## src/rtl/raster_pkg.sv

```systemverilog
// Shared widths, register addresses, masks and reset values for the raster
// timing generator. Assumes 32-bit register words and word addressing.
package raster_pkg;
    localparam int DW      = 32;
    localparam int AW      = 3;
    localparam int LINE_W  = 10;
    localparam int DOT_W   = 10;
    localparam int FRAME_W = 16;
    localparam int VS_W    = 4;
    localparam int HSW_W   = 7;
    localparam int STAT_W  = LINE_W + 4;

    typedef enum logic [AW-1:0] {
        A_TOTAL    = 3'd0,
        A_SYNC_CFG = 3'd1,
        A_SYNC_WID = 3'd2,
        A_PORCH    = 3'd3,
        A_STATUS   = 3'd4
    } reg_addr_e;

    localparam logic [DW-1:0] TOTAL_MASK = 32'h03FF_03FF;
    localparam logic [DW-1:0] CFG_MASK   = 32'h0000_03FF;
    localparam logic [DW-1:0] WID_MASK   = 32'h0000_0F7F;
    localparam logic [DW-1:0] PORCH_MASK = 32'h03FF_03FF;
    localparam logic [DW-1:0] TOTAL_RST  = 32'h0270_035F;
    localparam logic [LINE_W-1:0] RETRACE_END = 10'd42;
    localparam int INTERLACE_BIT = 4;
endpackage

```

## src/rtl/raster_regs.sv

```systemverilog
// Register file and read port. Holds the four timing registers in masked
// form, decodes their fields and returns read data one cycle after reg_rd.
// Assumes the status word is supplied live by the status logic.
module raster_regs
    import raster_pkg::*;
(
    input  logic              clk,
    input  logic              rst_n,
    input  logic              reg_wr,
    input  logic              reg_rd,
    input  logic [AW-1:0]     reg_addr,
    input  logic [DW-1:0]     reg_wdata,
    input  logic [STAT_W-1:0] status,
    output logic [DW-1:0]     reg_rdata,
    output logic              total_wr,
    output logic [LINE_W-1:0] lines_m1,
    output logic [DOT_W-1:0]  dots_m1,
    output logic              interlace,
    output logic [VS_W-1:0]   vs_lines,
    output logic [HSW_W-1:0]  hsw_code,
    output logic [DOT_W-1:0]  front_dots,
    output logic [DOT_W-1:0]  back_dots
);
    logic [DW-1:0] r_total, r_cfg, r_wid, r_porch;
    logic [DW-1:0] rd_mux;

    // Strobe that tells the counters to restart on a totals write.
    assign total_wr = reg_wr && (reg_addr == A_TOTAL);

    // Store masked register words on write.
    always_ff @(posedge clk) begin
        if (!rst_n) begin
            r_total <= TOTAL_RST;
            r_cfg   <= '0;
            r_wid   <= '0;
            r_porch <= '0;
        end else if (reg_wr) begin
            case (reg_addr)
                A_TOTAL:    r_total <= reg_wdata & TOTAL_MASK;
                A_SYNC_CFG: r_cfg   <= reg_wdata & CFG_MASK;
                A_SYNC_WID: r_wid   <= reg_wdata & WID_MASK;
                A_PORCH:    r_porch <= reg_wdata & PORCH_MASK;
                default:    ;
            endcase
        end
    end

    // Field decode for the counter and status logic.
    assign lines_m1   = r_total[16 +: LINE_W];
    assign dots_m1    = r_total[0 +: DOT_W];
    assign interlace  = r_cfg[INTERLACE_BIT];
    assign vs_lines   = r_wid[8 +: VS_W];
    assign hsw_code   = r_wid[0 +: HSW_W];
    assign front_dots = r_porch[0 +: DOT_W];
    assign back_dots  = r_porch[16 +: DOT_W];

    // Read selection.
    always_comb begin
        case (reg_addr)
            A_TOTAL:    rd_mux = r_total;
            A_SYNC_CFG: rd_mux = r_cfg;
            A_SYNC_WID: rd_mux = r_wid;
            A_PORCH:    rd_mux = r_porch;
            A_STATUS:   rd_mux = {{(DW-STAT_W){1'b0}}, status};
            default:    rd_mux = '0;
        endcase
    end

    // Register the read data on a read strobe.
    always_ff @(posedge clk) begin
        if (!rst_n)      reg_rdata <= '0;
        else if (reg_rd) reg_rdata <= rd_mux;
    end
endmodule

```

## src/rtl/raster_counter.sv

```systemverilog
// Dot, line, field and frame counters. Steps one dot per dot_en cycle,
// wraps lines and fields at the programmed totals and counts frames on
// entry to the retrace-end line. A clear (totals write) has priority.
module raster_counter
    import raster_pkg::*;
(
    input  logic               clk,
    input  logic               rst_n,
    input  logic               dot_en,
    input  logic               clear,
    input  logic [LINE_W-1:0]  lines_m1,
    input  logic [DOT_W-1:0]   dots_m1,
    input  logic               interlace,
    output logic [LINE_W-1:0]  line_cnt,
    output logic [DOT_W-1:0]   dot_cnt,
    output logic               field_odd,
    output logic [FRAME_W-1:0] frame_cnt
);
    logic dot_last, line_last;
    logic [LINE_W-1:0] line_inc;

    // Wrap conditions and the next line number.
    assign dot_last  = (dot_cnt == dots_m1);
    assign line_last = (line_cnt == lines_m1);
    assign line_inc  = line_cnt + 1'b1;

    // Raster position update.
    always_ff @(posedge clk) begin
        if (!rst_n) begin
            dot_cnt   <= '0;
            line_cnt  <= '0;
            field_odd <= 1'b0;
            frame_cnt <= '0;
        end else if (clear) begin
            dot_cnt  <= '0;
            line_cnt <= '0;
        end else if (dot_en) begin
            if (!dot_last) begin
                dot_cnt <= dot_cnt + 1'b1;
            end else begin
                dot_cnt <= '0;
                if (line_last) begin
                    line_cnt  <= '0;
                    field_odd <= field_odd ^ interlace;
                end else begin
                    line_cnt <= line_inc;
                    if (line_inc == RETRACE_END)
                        frame_cnt <= frame_cnt + 1'b1;
                end
            end
        end
    end
endmodule

```

## src/rtl/raster_status.sv

```systemverilog
// Combinational sync-status word. Derives hsync-off, vsync-off and
// display-active from the raster position, with separate rules for lines
// whose parity matches the field flag and for the others.
module raster_status
    import raster_pkg::*;
(
    input  logic [LINE_W-1:0] line_cnt,
    input  logic [DOT_W-1:0]  dot_cnt,
    input  logic              field_odd,
    input  logic [DOT_W-1:0]  dots_m1,
    input  logic [VS_W-1:0]   vs_lines,
    input  logic [HSW_W-1:0]  hsw_code,
    input  logic [DOT_W-1:0]  front_dots,
    input  logic [DOT_W-1:0]  back_dots,
    output logic [STAT_W-1:0] status
);
    logic [DOT_W:0] hs_dots, dots_tot, back_lim, dot_x;
    logic past_vs, same_par, hoff, voff, act;

    // Thresholds in dots.
    assign hs_dots  = ({{(DOT_W+1-HSW_W){1'b0}}, hsw_code} + 1'b1) << 1;
    assign dots_tot = {1'b0, dots_m1} + 1'b1;
    assign back_lim = (dots_tot > {1'b0, back_dots}) ? dots_tot - {1'b0, back_dots} : '0;
    assign dot_x    = {1'b0, dot_cnt};
    assign past_vs  = (line_cnt >= {{(LINE_W-VS_W){1'b0}}, vs_lines});
    assign same_par = (line_cnt[0] == field_odd);

    // Flag selection for the two line classes.
    always_comb begin
        hoff = 1'b0;
        voff = 1'b0;
        act  = 1'b0;
        if (same_par) begin
            hoff = (dot_x > hs_dots);
            voff = past_vs;
            act  = past_vs && (dot_x > {1'b0, front_dots});
        end else if (past_vs) begin
            hoff = 1'b1;
            voff = (dot_x < back_lim);
            act  = (dot_x < back_lim);
        end
    end

    assign status = {voff, hoff, act, field_odd, line_cnt};
endmodule

```

## src/rtl/raster_timing_gen.sv

```systemverilog
// Top of the raster timing and sync-status generator. Connects the register
// file, the raster counters and the status logic. Assumes one clock domain
// with dot_en as a clock enable.
module raster_timing_gen
    import raster_pkg::*;
(
    input  logic               clk,
    input  logic               rst_n,
    input  logic               dot_en,
    input  logic               reg_wr,
    input  logic               reg_rd,
    input  logic [AW-1:0]      reg_addr,
    input  logic [DW-1:0]      reg_wdata,
    output logic [DW-1:0]      reg_rdata,
    output logic [LINE_W-1:0]  line_cnt,
    output logic [DOT_W-1:0]   dot_cnt,
    output logic               field_odd,
    output logic [FRAME_W-1:0] frame_cnt
);
    logic              total_wr, interlace;
    logic [LINE_W-1:0] lines_m1;
    logic [DOT_W-1:0]  dots_m1, front_dots, back_dots;
    logic [VS_W-1:0]   vs_lines;
    logic [HSW_W-1:0]  hsw_code;
    logic [STAT_W-1:0] status;

    raster_regs u_regs (
        .clk(clk), .rst_n(rst_n), .reg_wr(reg_wr), .reg_rd(reg_rd),
        .reg_addr(reg_addr), .reg_wdata(reg_wdata), .status(status),
        .reg_rdata(reg_rdata), .total_wr(total_wr), .lines_m1(lines_m1),
        .dots_m1(dots_m1), .interlace(interlace), .vs_lines(vs_lines),
        .hsw_code(hsw_code), .front_dots(front_dots), .back_dots(back_dots)
    );

    raster_counter u_cnt (
        .clk(clk), .rst_n(rst_n), .dot_en(dot_en), .clear(total_wr),
        .lines_m1(lines_m1), .dots_m1(dots_m1), .interlace(interlace),
        .line_cnt(line_cnt), .dot_cnt(dot_cnt), .field_odd(field_odd),
        .frame_cnt(frame_cnt)
    );

    raster_status u_stat (
        .line_cnt(line_cnt), .dot_cnt(dot_cnt), .field_odd(field_odd),
        .dots_m1(dots_m1), .vs_lines(vs_lines), .hsw_code(hsw_code),
        .front_dots(front_dots), .back_dots(back_dots), .status(status)
    );
endmodule

```

## config.mk

```make
export PLATFORM = sky130hd
export DESIGN_NAME = raster_timing_gen
export DESIGN_NICKNAME = d
export VERILOG_FILES = /design/src/rtl/raster_pkg.sv /design/src/rtl/raster_regs.sv /design/src/rtl/raster_counter.sv /design/src/rtl/raster_status.sv /design/src/rtl/raster_timing_gen.sv
export SDC_FILE = /design/constraint.sdc
export NUM_CORES = 1
export LEC_CHECK = 0
export BUFFER_PORTS_ARGS = -buffer_cell sky130_fd_sc_hd__buf_4
export CORE_MARGIN = 5
export CORE_UTILIZATION = 60
export CTS_BUF_LIST = sky130_fd_sc_hd__clkbuf_2
export DETAILED_ROUTE_END_ITERATION = 10
export PLACE_DENSITY = 0.83
export SLEW_MARGIN = 20
export SYNTH_ARGS = -nofsm -noshare
export SYNTH_HDL_FRONTEND = slang
export SYNTH_SLANG_ARGS = --single-unit
```

## constraint.sdc

```tcl
create_clock -name clk -period 9 [get_ports clk]
set_clock_uncertainty 0.2 [all_clocks]
set_input_delay 2.25 -clock clk [delete_from_list [all_inputs] [get_ports clk]]
set_output_delay 2.25 -clock clk [all_outputs]
set_load 0.02 [all_outputs]
```

After elaboration in Yosys (flattened, before gate mapping) --
Cells that the tools add are included.
Storage, ports and cells: input port bits 40, register bits 130
Operators by class: mux-type cells 9, eq/ne operators 8, add/subtract/negate cells 6, bitwise logic cells 4, reductions and logical operators 11, $lt $le $gt $ge 5
Operators by type and width (count):
- $pmux W26 S5 | 1
- $add A10 B1 Y10 const B | 2
- $eq A10 B10 Y1 | 2
- $mux W10 | 2
- $add A16 B1 Y16 const B | 1
- $add A10 B1 Y11 const B | 1
- $gt A10 B11 Y1 | 1
- $gt A11 B10 Y1 | 1
- $lt A10 B11 Y1 | 1
- $mux W11 | 1
- $sub A11 B10 Y11 | 1
- $eq A10 B6 Y1 const B | 1
- $ge A10 B4 Y1 | 1
- $gt A10 B10 Y1 | 1
- $reduce_and A2 Y1 | 5
- $add A7 B1 Y8 const B | 1
- $eq A3 B2 Y1 const B | 2
- $mux W1 | 5
- $reduce_and A5 Y1 | 1
- $reduce_and A4 Y1 | 1
- $eq A3 B1 Y1 const B | 1
- $eq A3 B3 Y1 const B | 1
- $logic_not A3 Y1 | 1
- $not A1 Y1 | 3
- other kinds (4) | 5

Logic depth before layout (Yosys ltp) --
depth after elaboration 7, mapped depth 19, depth with buffers taken out 18

By module --
A second synthesis with hierarchy kept.
Unflattened totals: cells, all modules 958, area, all modules 7825.0 um^2
Modules (own cells, without submodules):
- raster_regs | area an instance 3778.6 um^2, instances 1, cells each 448, seq. area each 1701.6 um^2
- raster_counter | area an instance 2229.6 um^2, instances 1, cells each 262, seq. area each 740.7 um^2
- raster_status | area an instance 1816.7 um^2, instances 1, cells each 248, seq. area each 0.0 um^2

Least setup slack after synthesis --
OpenSTA, ideal clock, no wires.
path kind in2reg, start point input dot_en, end point register u_cnt.line_cnt[6], buffers on the path 2, setup slack 4921 ps, stages 8, library setup time 87 ps, arrival 3792 ps, cell sequence clkbuf_1 nand4_1 nor3_2 or3b_2 buf_2 o21ai_0 nand2_1 o31ai_1
Between the ends: word-level cells in the longest chain between the ends 1
Ends and longest elaborated chain:
- start: declaration | line raster_timing_gen.sv:9 | input logic dot_en,
- $reduce_and A2 Y1 (no line)
- end signal: assignment | line raster_counter.sv:46 | line_cnt <= line_inc;
- end: declaration | line raster_counter.sv:14 | output logic [LINE_W-1:0] line_cnt,
No other way between the ends. A chain may end at the register's enable or synchronous reset.

Worst setup path after layout --
start point input reg_addr[1], end point register u_cnt.frame_cnt[10]
Between the ends: word-level cells in the longest chain between the ends 4
Ends and longest elaborated chain:
- start: declaration | line raster_timing_gen.sv:12 | input logic [AW-1:0] reg_addr,
- $logic_not A3 Y1 | line raster_regs.sv:28 | assign total_wr = reg_wr && (reg_addr == A_TOTAL);
- $logic_and A1 B1 Y1 | line raster_regs.sv:28
- $not A1 Y1 (no line)
- $reduce_and A5 Y1 (no line)
- end signal: assignment | line raster_counter.sv:48 | frame_cnt <= frame_cnt + 1'b1;
- end: declaration | line raster_counter.sv:17 | output logic [FRAME_W-1:0] frame_cnt
No other way between the ends.

==> reports/qor.yml <==
async_flop_share_pct: 0
grt_max_degree: 46
drive_gt1_share_pct: 14.7
place.gp.congestion: 0.941
portBuffers: 90
cts_tree: "built"
cts_made_buffers: 17
rows: 40
min_path_type: "reg -> reg"
cellLeakagePower_nw: 3.21
cp-start-kind: "primary input"
cts_setup_buffers: 0
outcome: "completed"
die_y_um: 120
endpoint_kind: "flop"
cp_top_family: "simple AND/OR/NAND/NOR gates"
ios: 109
synth_seq_cells: 122
fin_crit_ns: 4.70
vias_per_cell: 5.97
fp.dieW_um: 120
seqCellArea_sq_um: 2440
clockRootBuffer: "clkbuf_2"
hold_viol: 0
crit_buf_inv: 2
finalSetupTns_ns: 0
grt_pass1_wl_um: 31600
clock_latency_ns: 0.72
ant_nets: 0
path_class: "in -> reg"
setup_viol: 0
worstMarginPinSlew_ns: 0.886
rsz0062_at_grt: "false"
synth_cells: 927
yosysWarnings: 0
cp_max_fo: 26
syn_area_sq_um: 7220
multiInputGateArea_sq_um: 4370
drcViolationCount: 0
fmax_mhz: 213
nets: 1071
clkTransAtPathRegs_ns: 0.17
max_stage_delay_ns: 0.62
synth_edf_count: 0
fill_cells: 1038
synth_ff_type: "dfxtp_1"
cp_slowest_cell: "nand2_1"
clock_path_buffers: 2
yosysTopAreaCell: "dfxtp_1"
synth_most_common_cell: "nand2_1"
first_global_vias: 6450
start_util_pct: 60.6
cts_resized: 0
slew_headroom_pct: 40.7
synth_top_area_share_pct: 33.8
htreeDepth: 4
crit_required_ns: 9.45
utilization_pct: 67.5
vdd_drop_max_mv: 0.0888
cts_num_sinks: 122
cts_hold_buf: 0
avgSynthCellArea_sq_um: 7.79
finalCritPeriodShare_pct: 52.3
dp_hpwl_um: 14100
firstDrtPassIters: 5
coreArea_sq_um: 11900
routedWlPerCell_um: 17.1
grt.overflow.total: 0
slew_viol_final: 0
vias: 6815
antenna_found_initial: 1
drv_cap: 0
synthTopCellsByArea: "dfxtp_1 34%, nand2_1 8.9%, ha_1 8.1%"
syn_to_final_growth_pct: 11.4
dpl-instance-area_sq_um: 7850
seq_area_frac_synth_pct: 33.8
path_cells: "buf_4, nor2_1, buf_4, nand2_1, nand2_1, nor4_4, nand3_1, nor4_1, mux2i_1"
wl_um: 19600
drt_iter0_markers: 629
yosys.cell_types.count: 58
die-area_sq_um: 14300
fin_area_sq_um: 8040
worstPathArrival_ns: 5.15
powerDensity_nw_per_um2: 126
synth_common_cells: "171 x nand2_1, 122 x dfxtp_1, 82 x a21oi_1"
track_usage_pct: 27.3
[metrics by stage]
stage	setup slack, ns	hold slack, ns	std cells	power, mW
after floorplan	4.92	0.236	934	0.682
after global placement	3.61	0.242	1111	0.722
after detailed placement	3.59	0.247	1111	0.725
after CTS	4.36	0.268	1140	1.02
after global routing	4.13	0.287	1141	1.06
final	4.30	0.267	1141	1.02
[area by class of cell]
type	instances	area share [%]
inverter	45	2.10
timing repair buffer	93	8.68
sequential	122	30.4
clock inverter	10	1.01
tap	147	2.29
antenna	1	0.0311
clock buffer	19	1.18
multi-input combinational	704	54.3
[worst min-delay path, stage by stage, from the launching register on]
cell	delay, ns
dfxtp_1	0.34
nand2_1	0.05
a21oi_1	0.05
[cells in the final DEF, fill, tap and decap left out, types with 26 or more instances in the layout]
cell     count
nand4_1     26
ha_1        47
buf_4       93
inv_1       43
a22oi_1     38
dfxtp_1    122
o21ai_0     27
a21oi_1     82
nand2_1    171
nand3_1     35
nor2_1      66
xnor2_1     35
[power breakdown]
part | switching (mW) | internal (mW) | total, mW
registers | 0.0120 | 0.550 | 0.562
clock network | 0.204 | 0.0935 | 0.298
logic | 0.0957 | 0.0602 | 0.156
total | 0.312 | 0.703 | 1.02
[path summary, 6_finish.rpt]
kind	to	from	cells past startpoint	slack, ns
worst min-delay path	u_regs.r_cfg[2]	u_regs.r_cfg[2]	2	0.27
worst max register to register	u_regs.reg_rdata[11]	u_regs.r_total[2]	18	4.59
worst max-delay path	u_cnt.frame_cnt[10]	reg_addr[1]	9	4.30
worst min register to register	u_regs.r_cfg[2]	u_regs.r_cfg[2]	2	0.27
[kinds of logic (layout without fill, tap and decap cells)]
kind of cell | count (synthesis) | in the layout | synth area share (%)
simple gates | 369 | 369 | 24.2
compound gates | 205 | 205 | 17.9
flops | 122 | 122 | 33.8
buf+inv | 108 | 167 | 6.19
xor+xnor | 58 | 58 | 7.04
fa+ha+maj | 48 | 48 | 8.42
mux | 16 | 16 | 2.34
other cells | 1 | 9 | 0.0520
[routing by layer]
layer	vias up	GRT usage (%)	wire, um
met4	0	10.5	576
met5	-	0	0
met3	49	6.03	1480
met1	3159	35.9	8430
met2	284	43.8	9070
li1	3323	-	-
[flip-flops by register name (all words and copies together), names as in the netlist]
signal / count
u_cnt.dot_cnt: 10
u_cnt.field_odd: 1
u_cnt.frame_cnt: 16
u_cnt.line_cnt: 10
u_regs.r_cfg: 10
u_regs.r_porch: 20
u_regs.r_total: 20
u_regs.r_wid: 11
u_regs.reg_rdata: 24
Power figures use the tool's default switching activity.
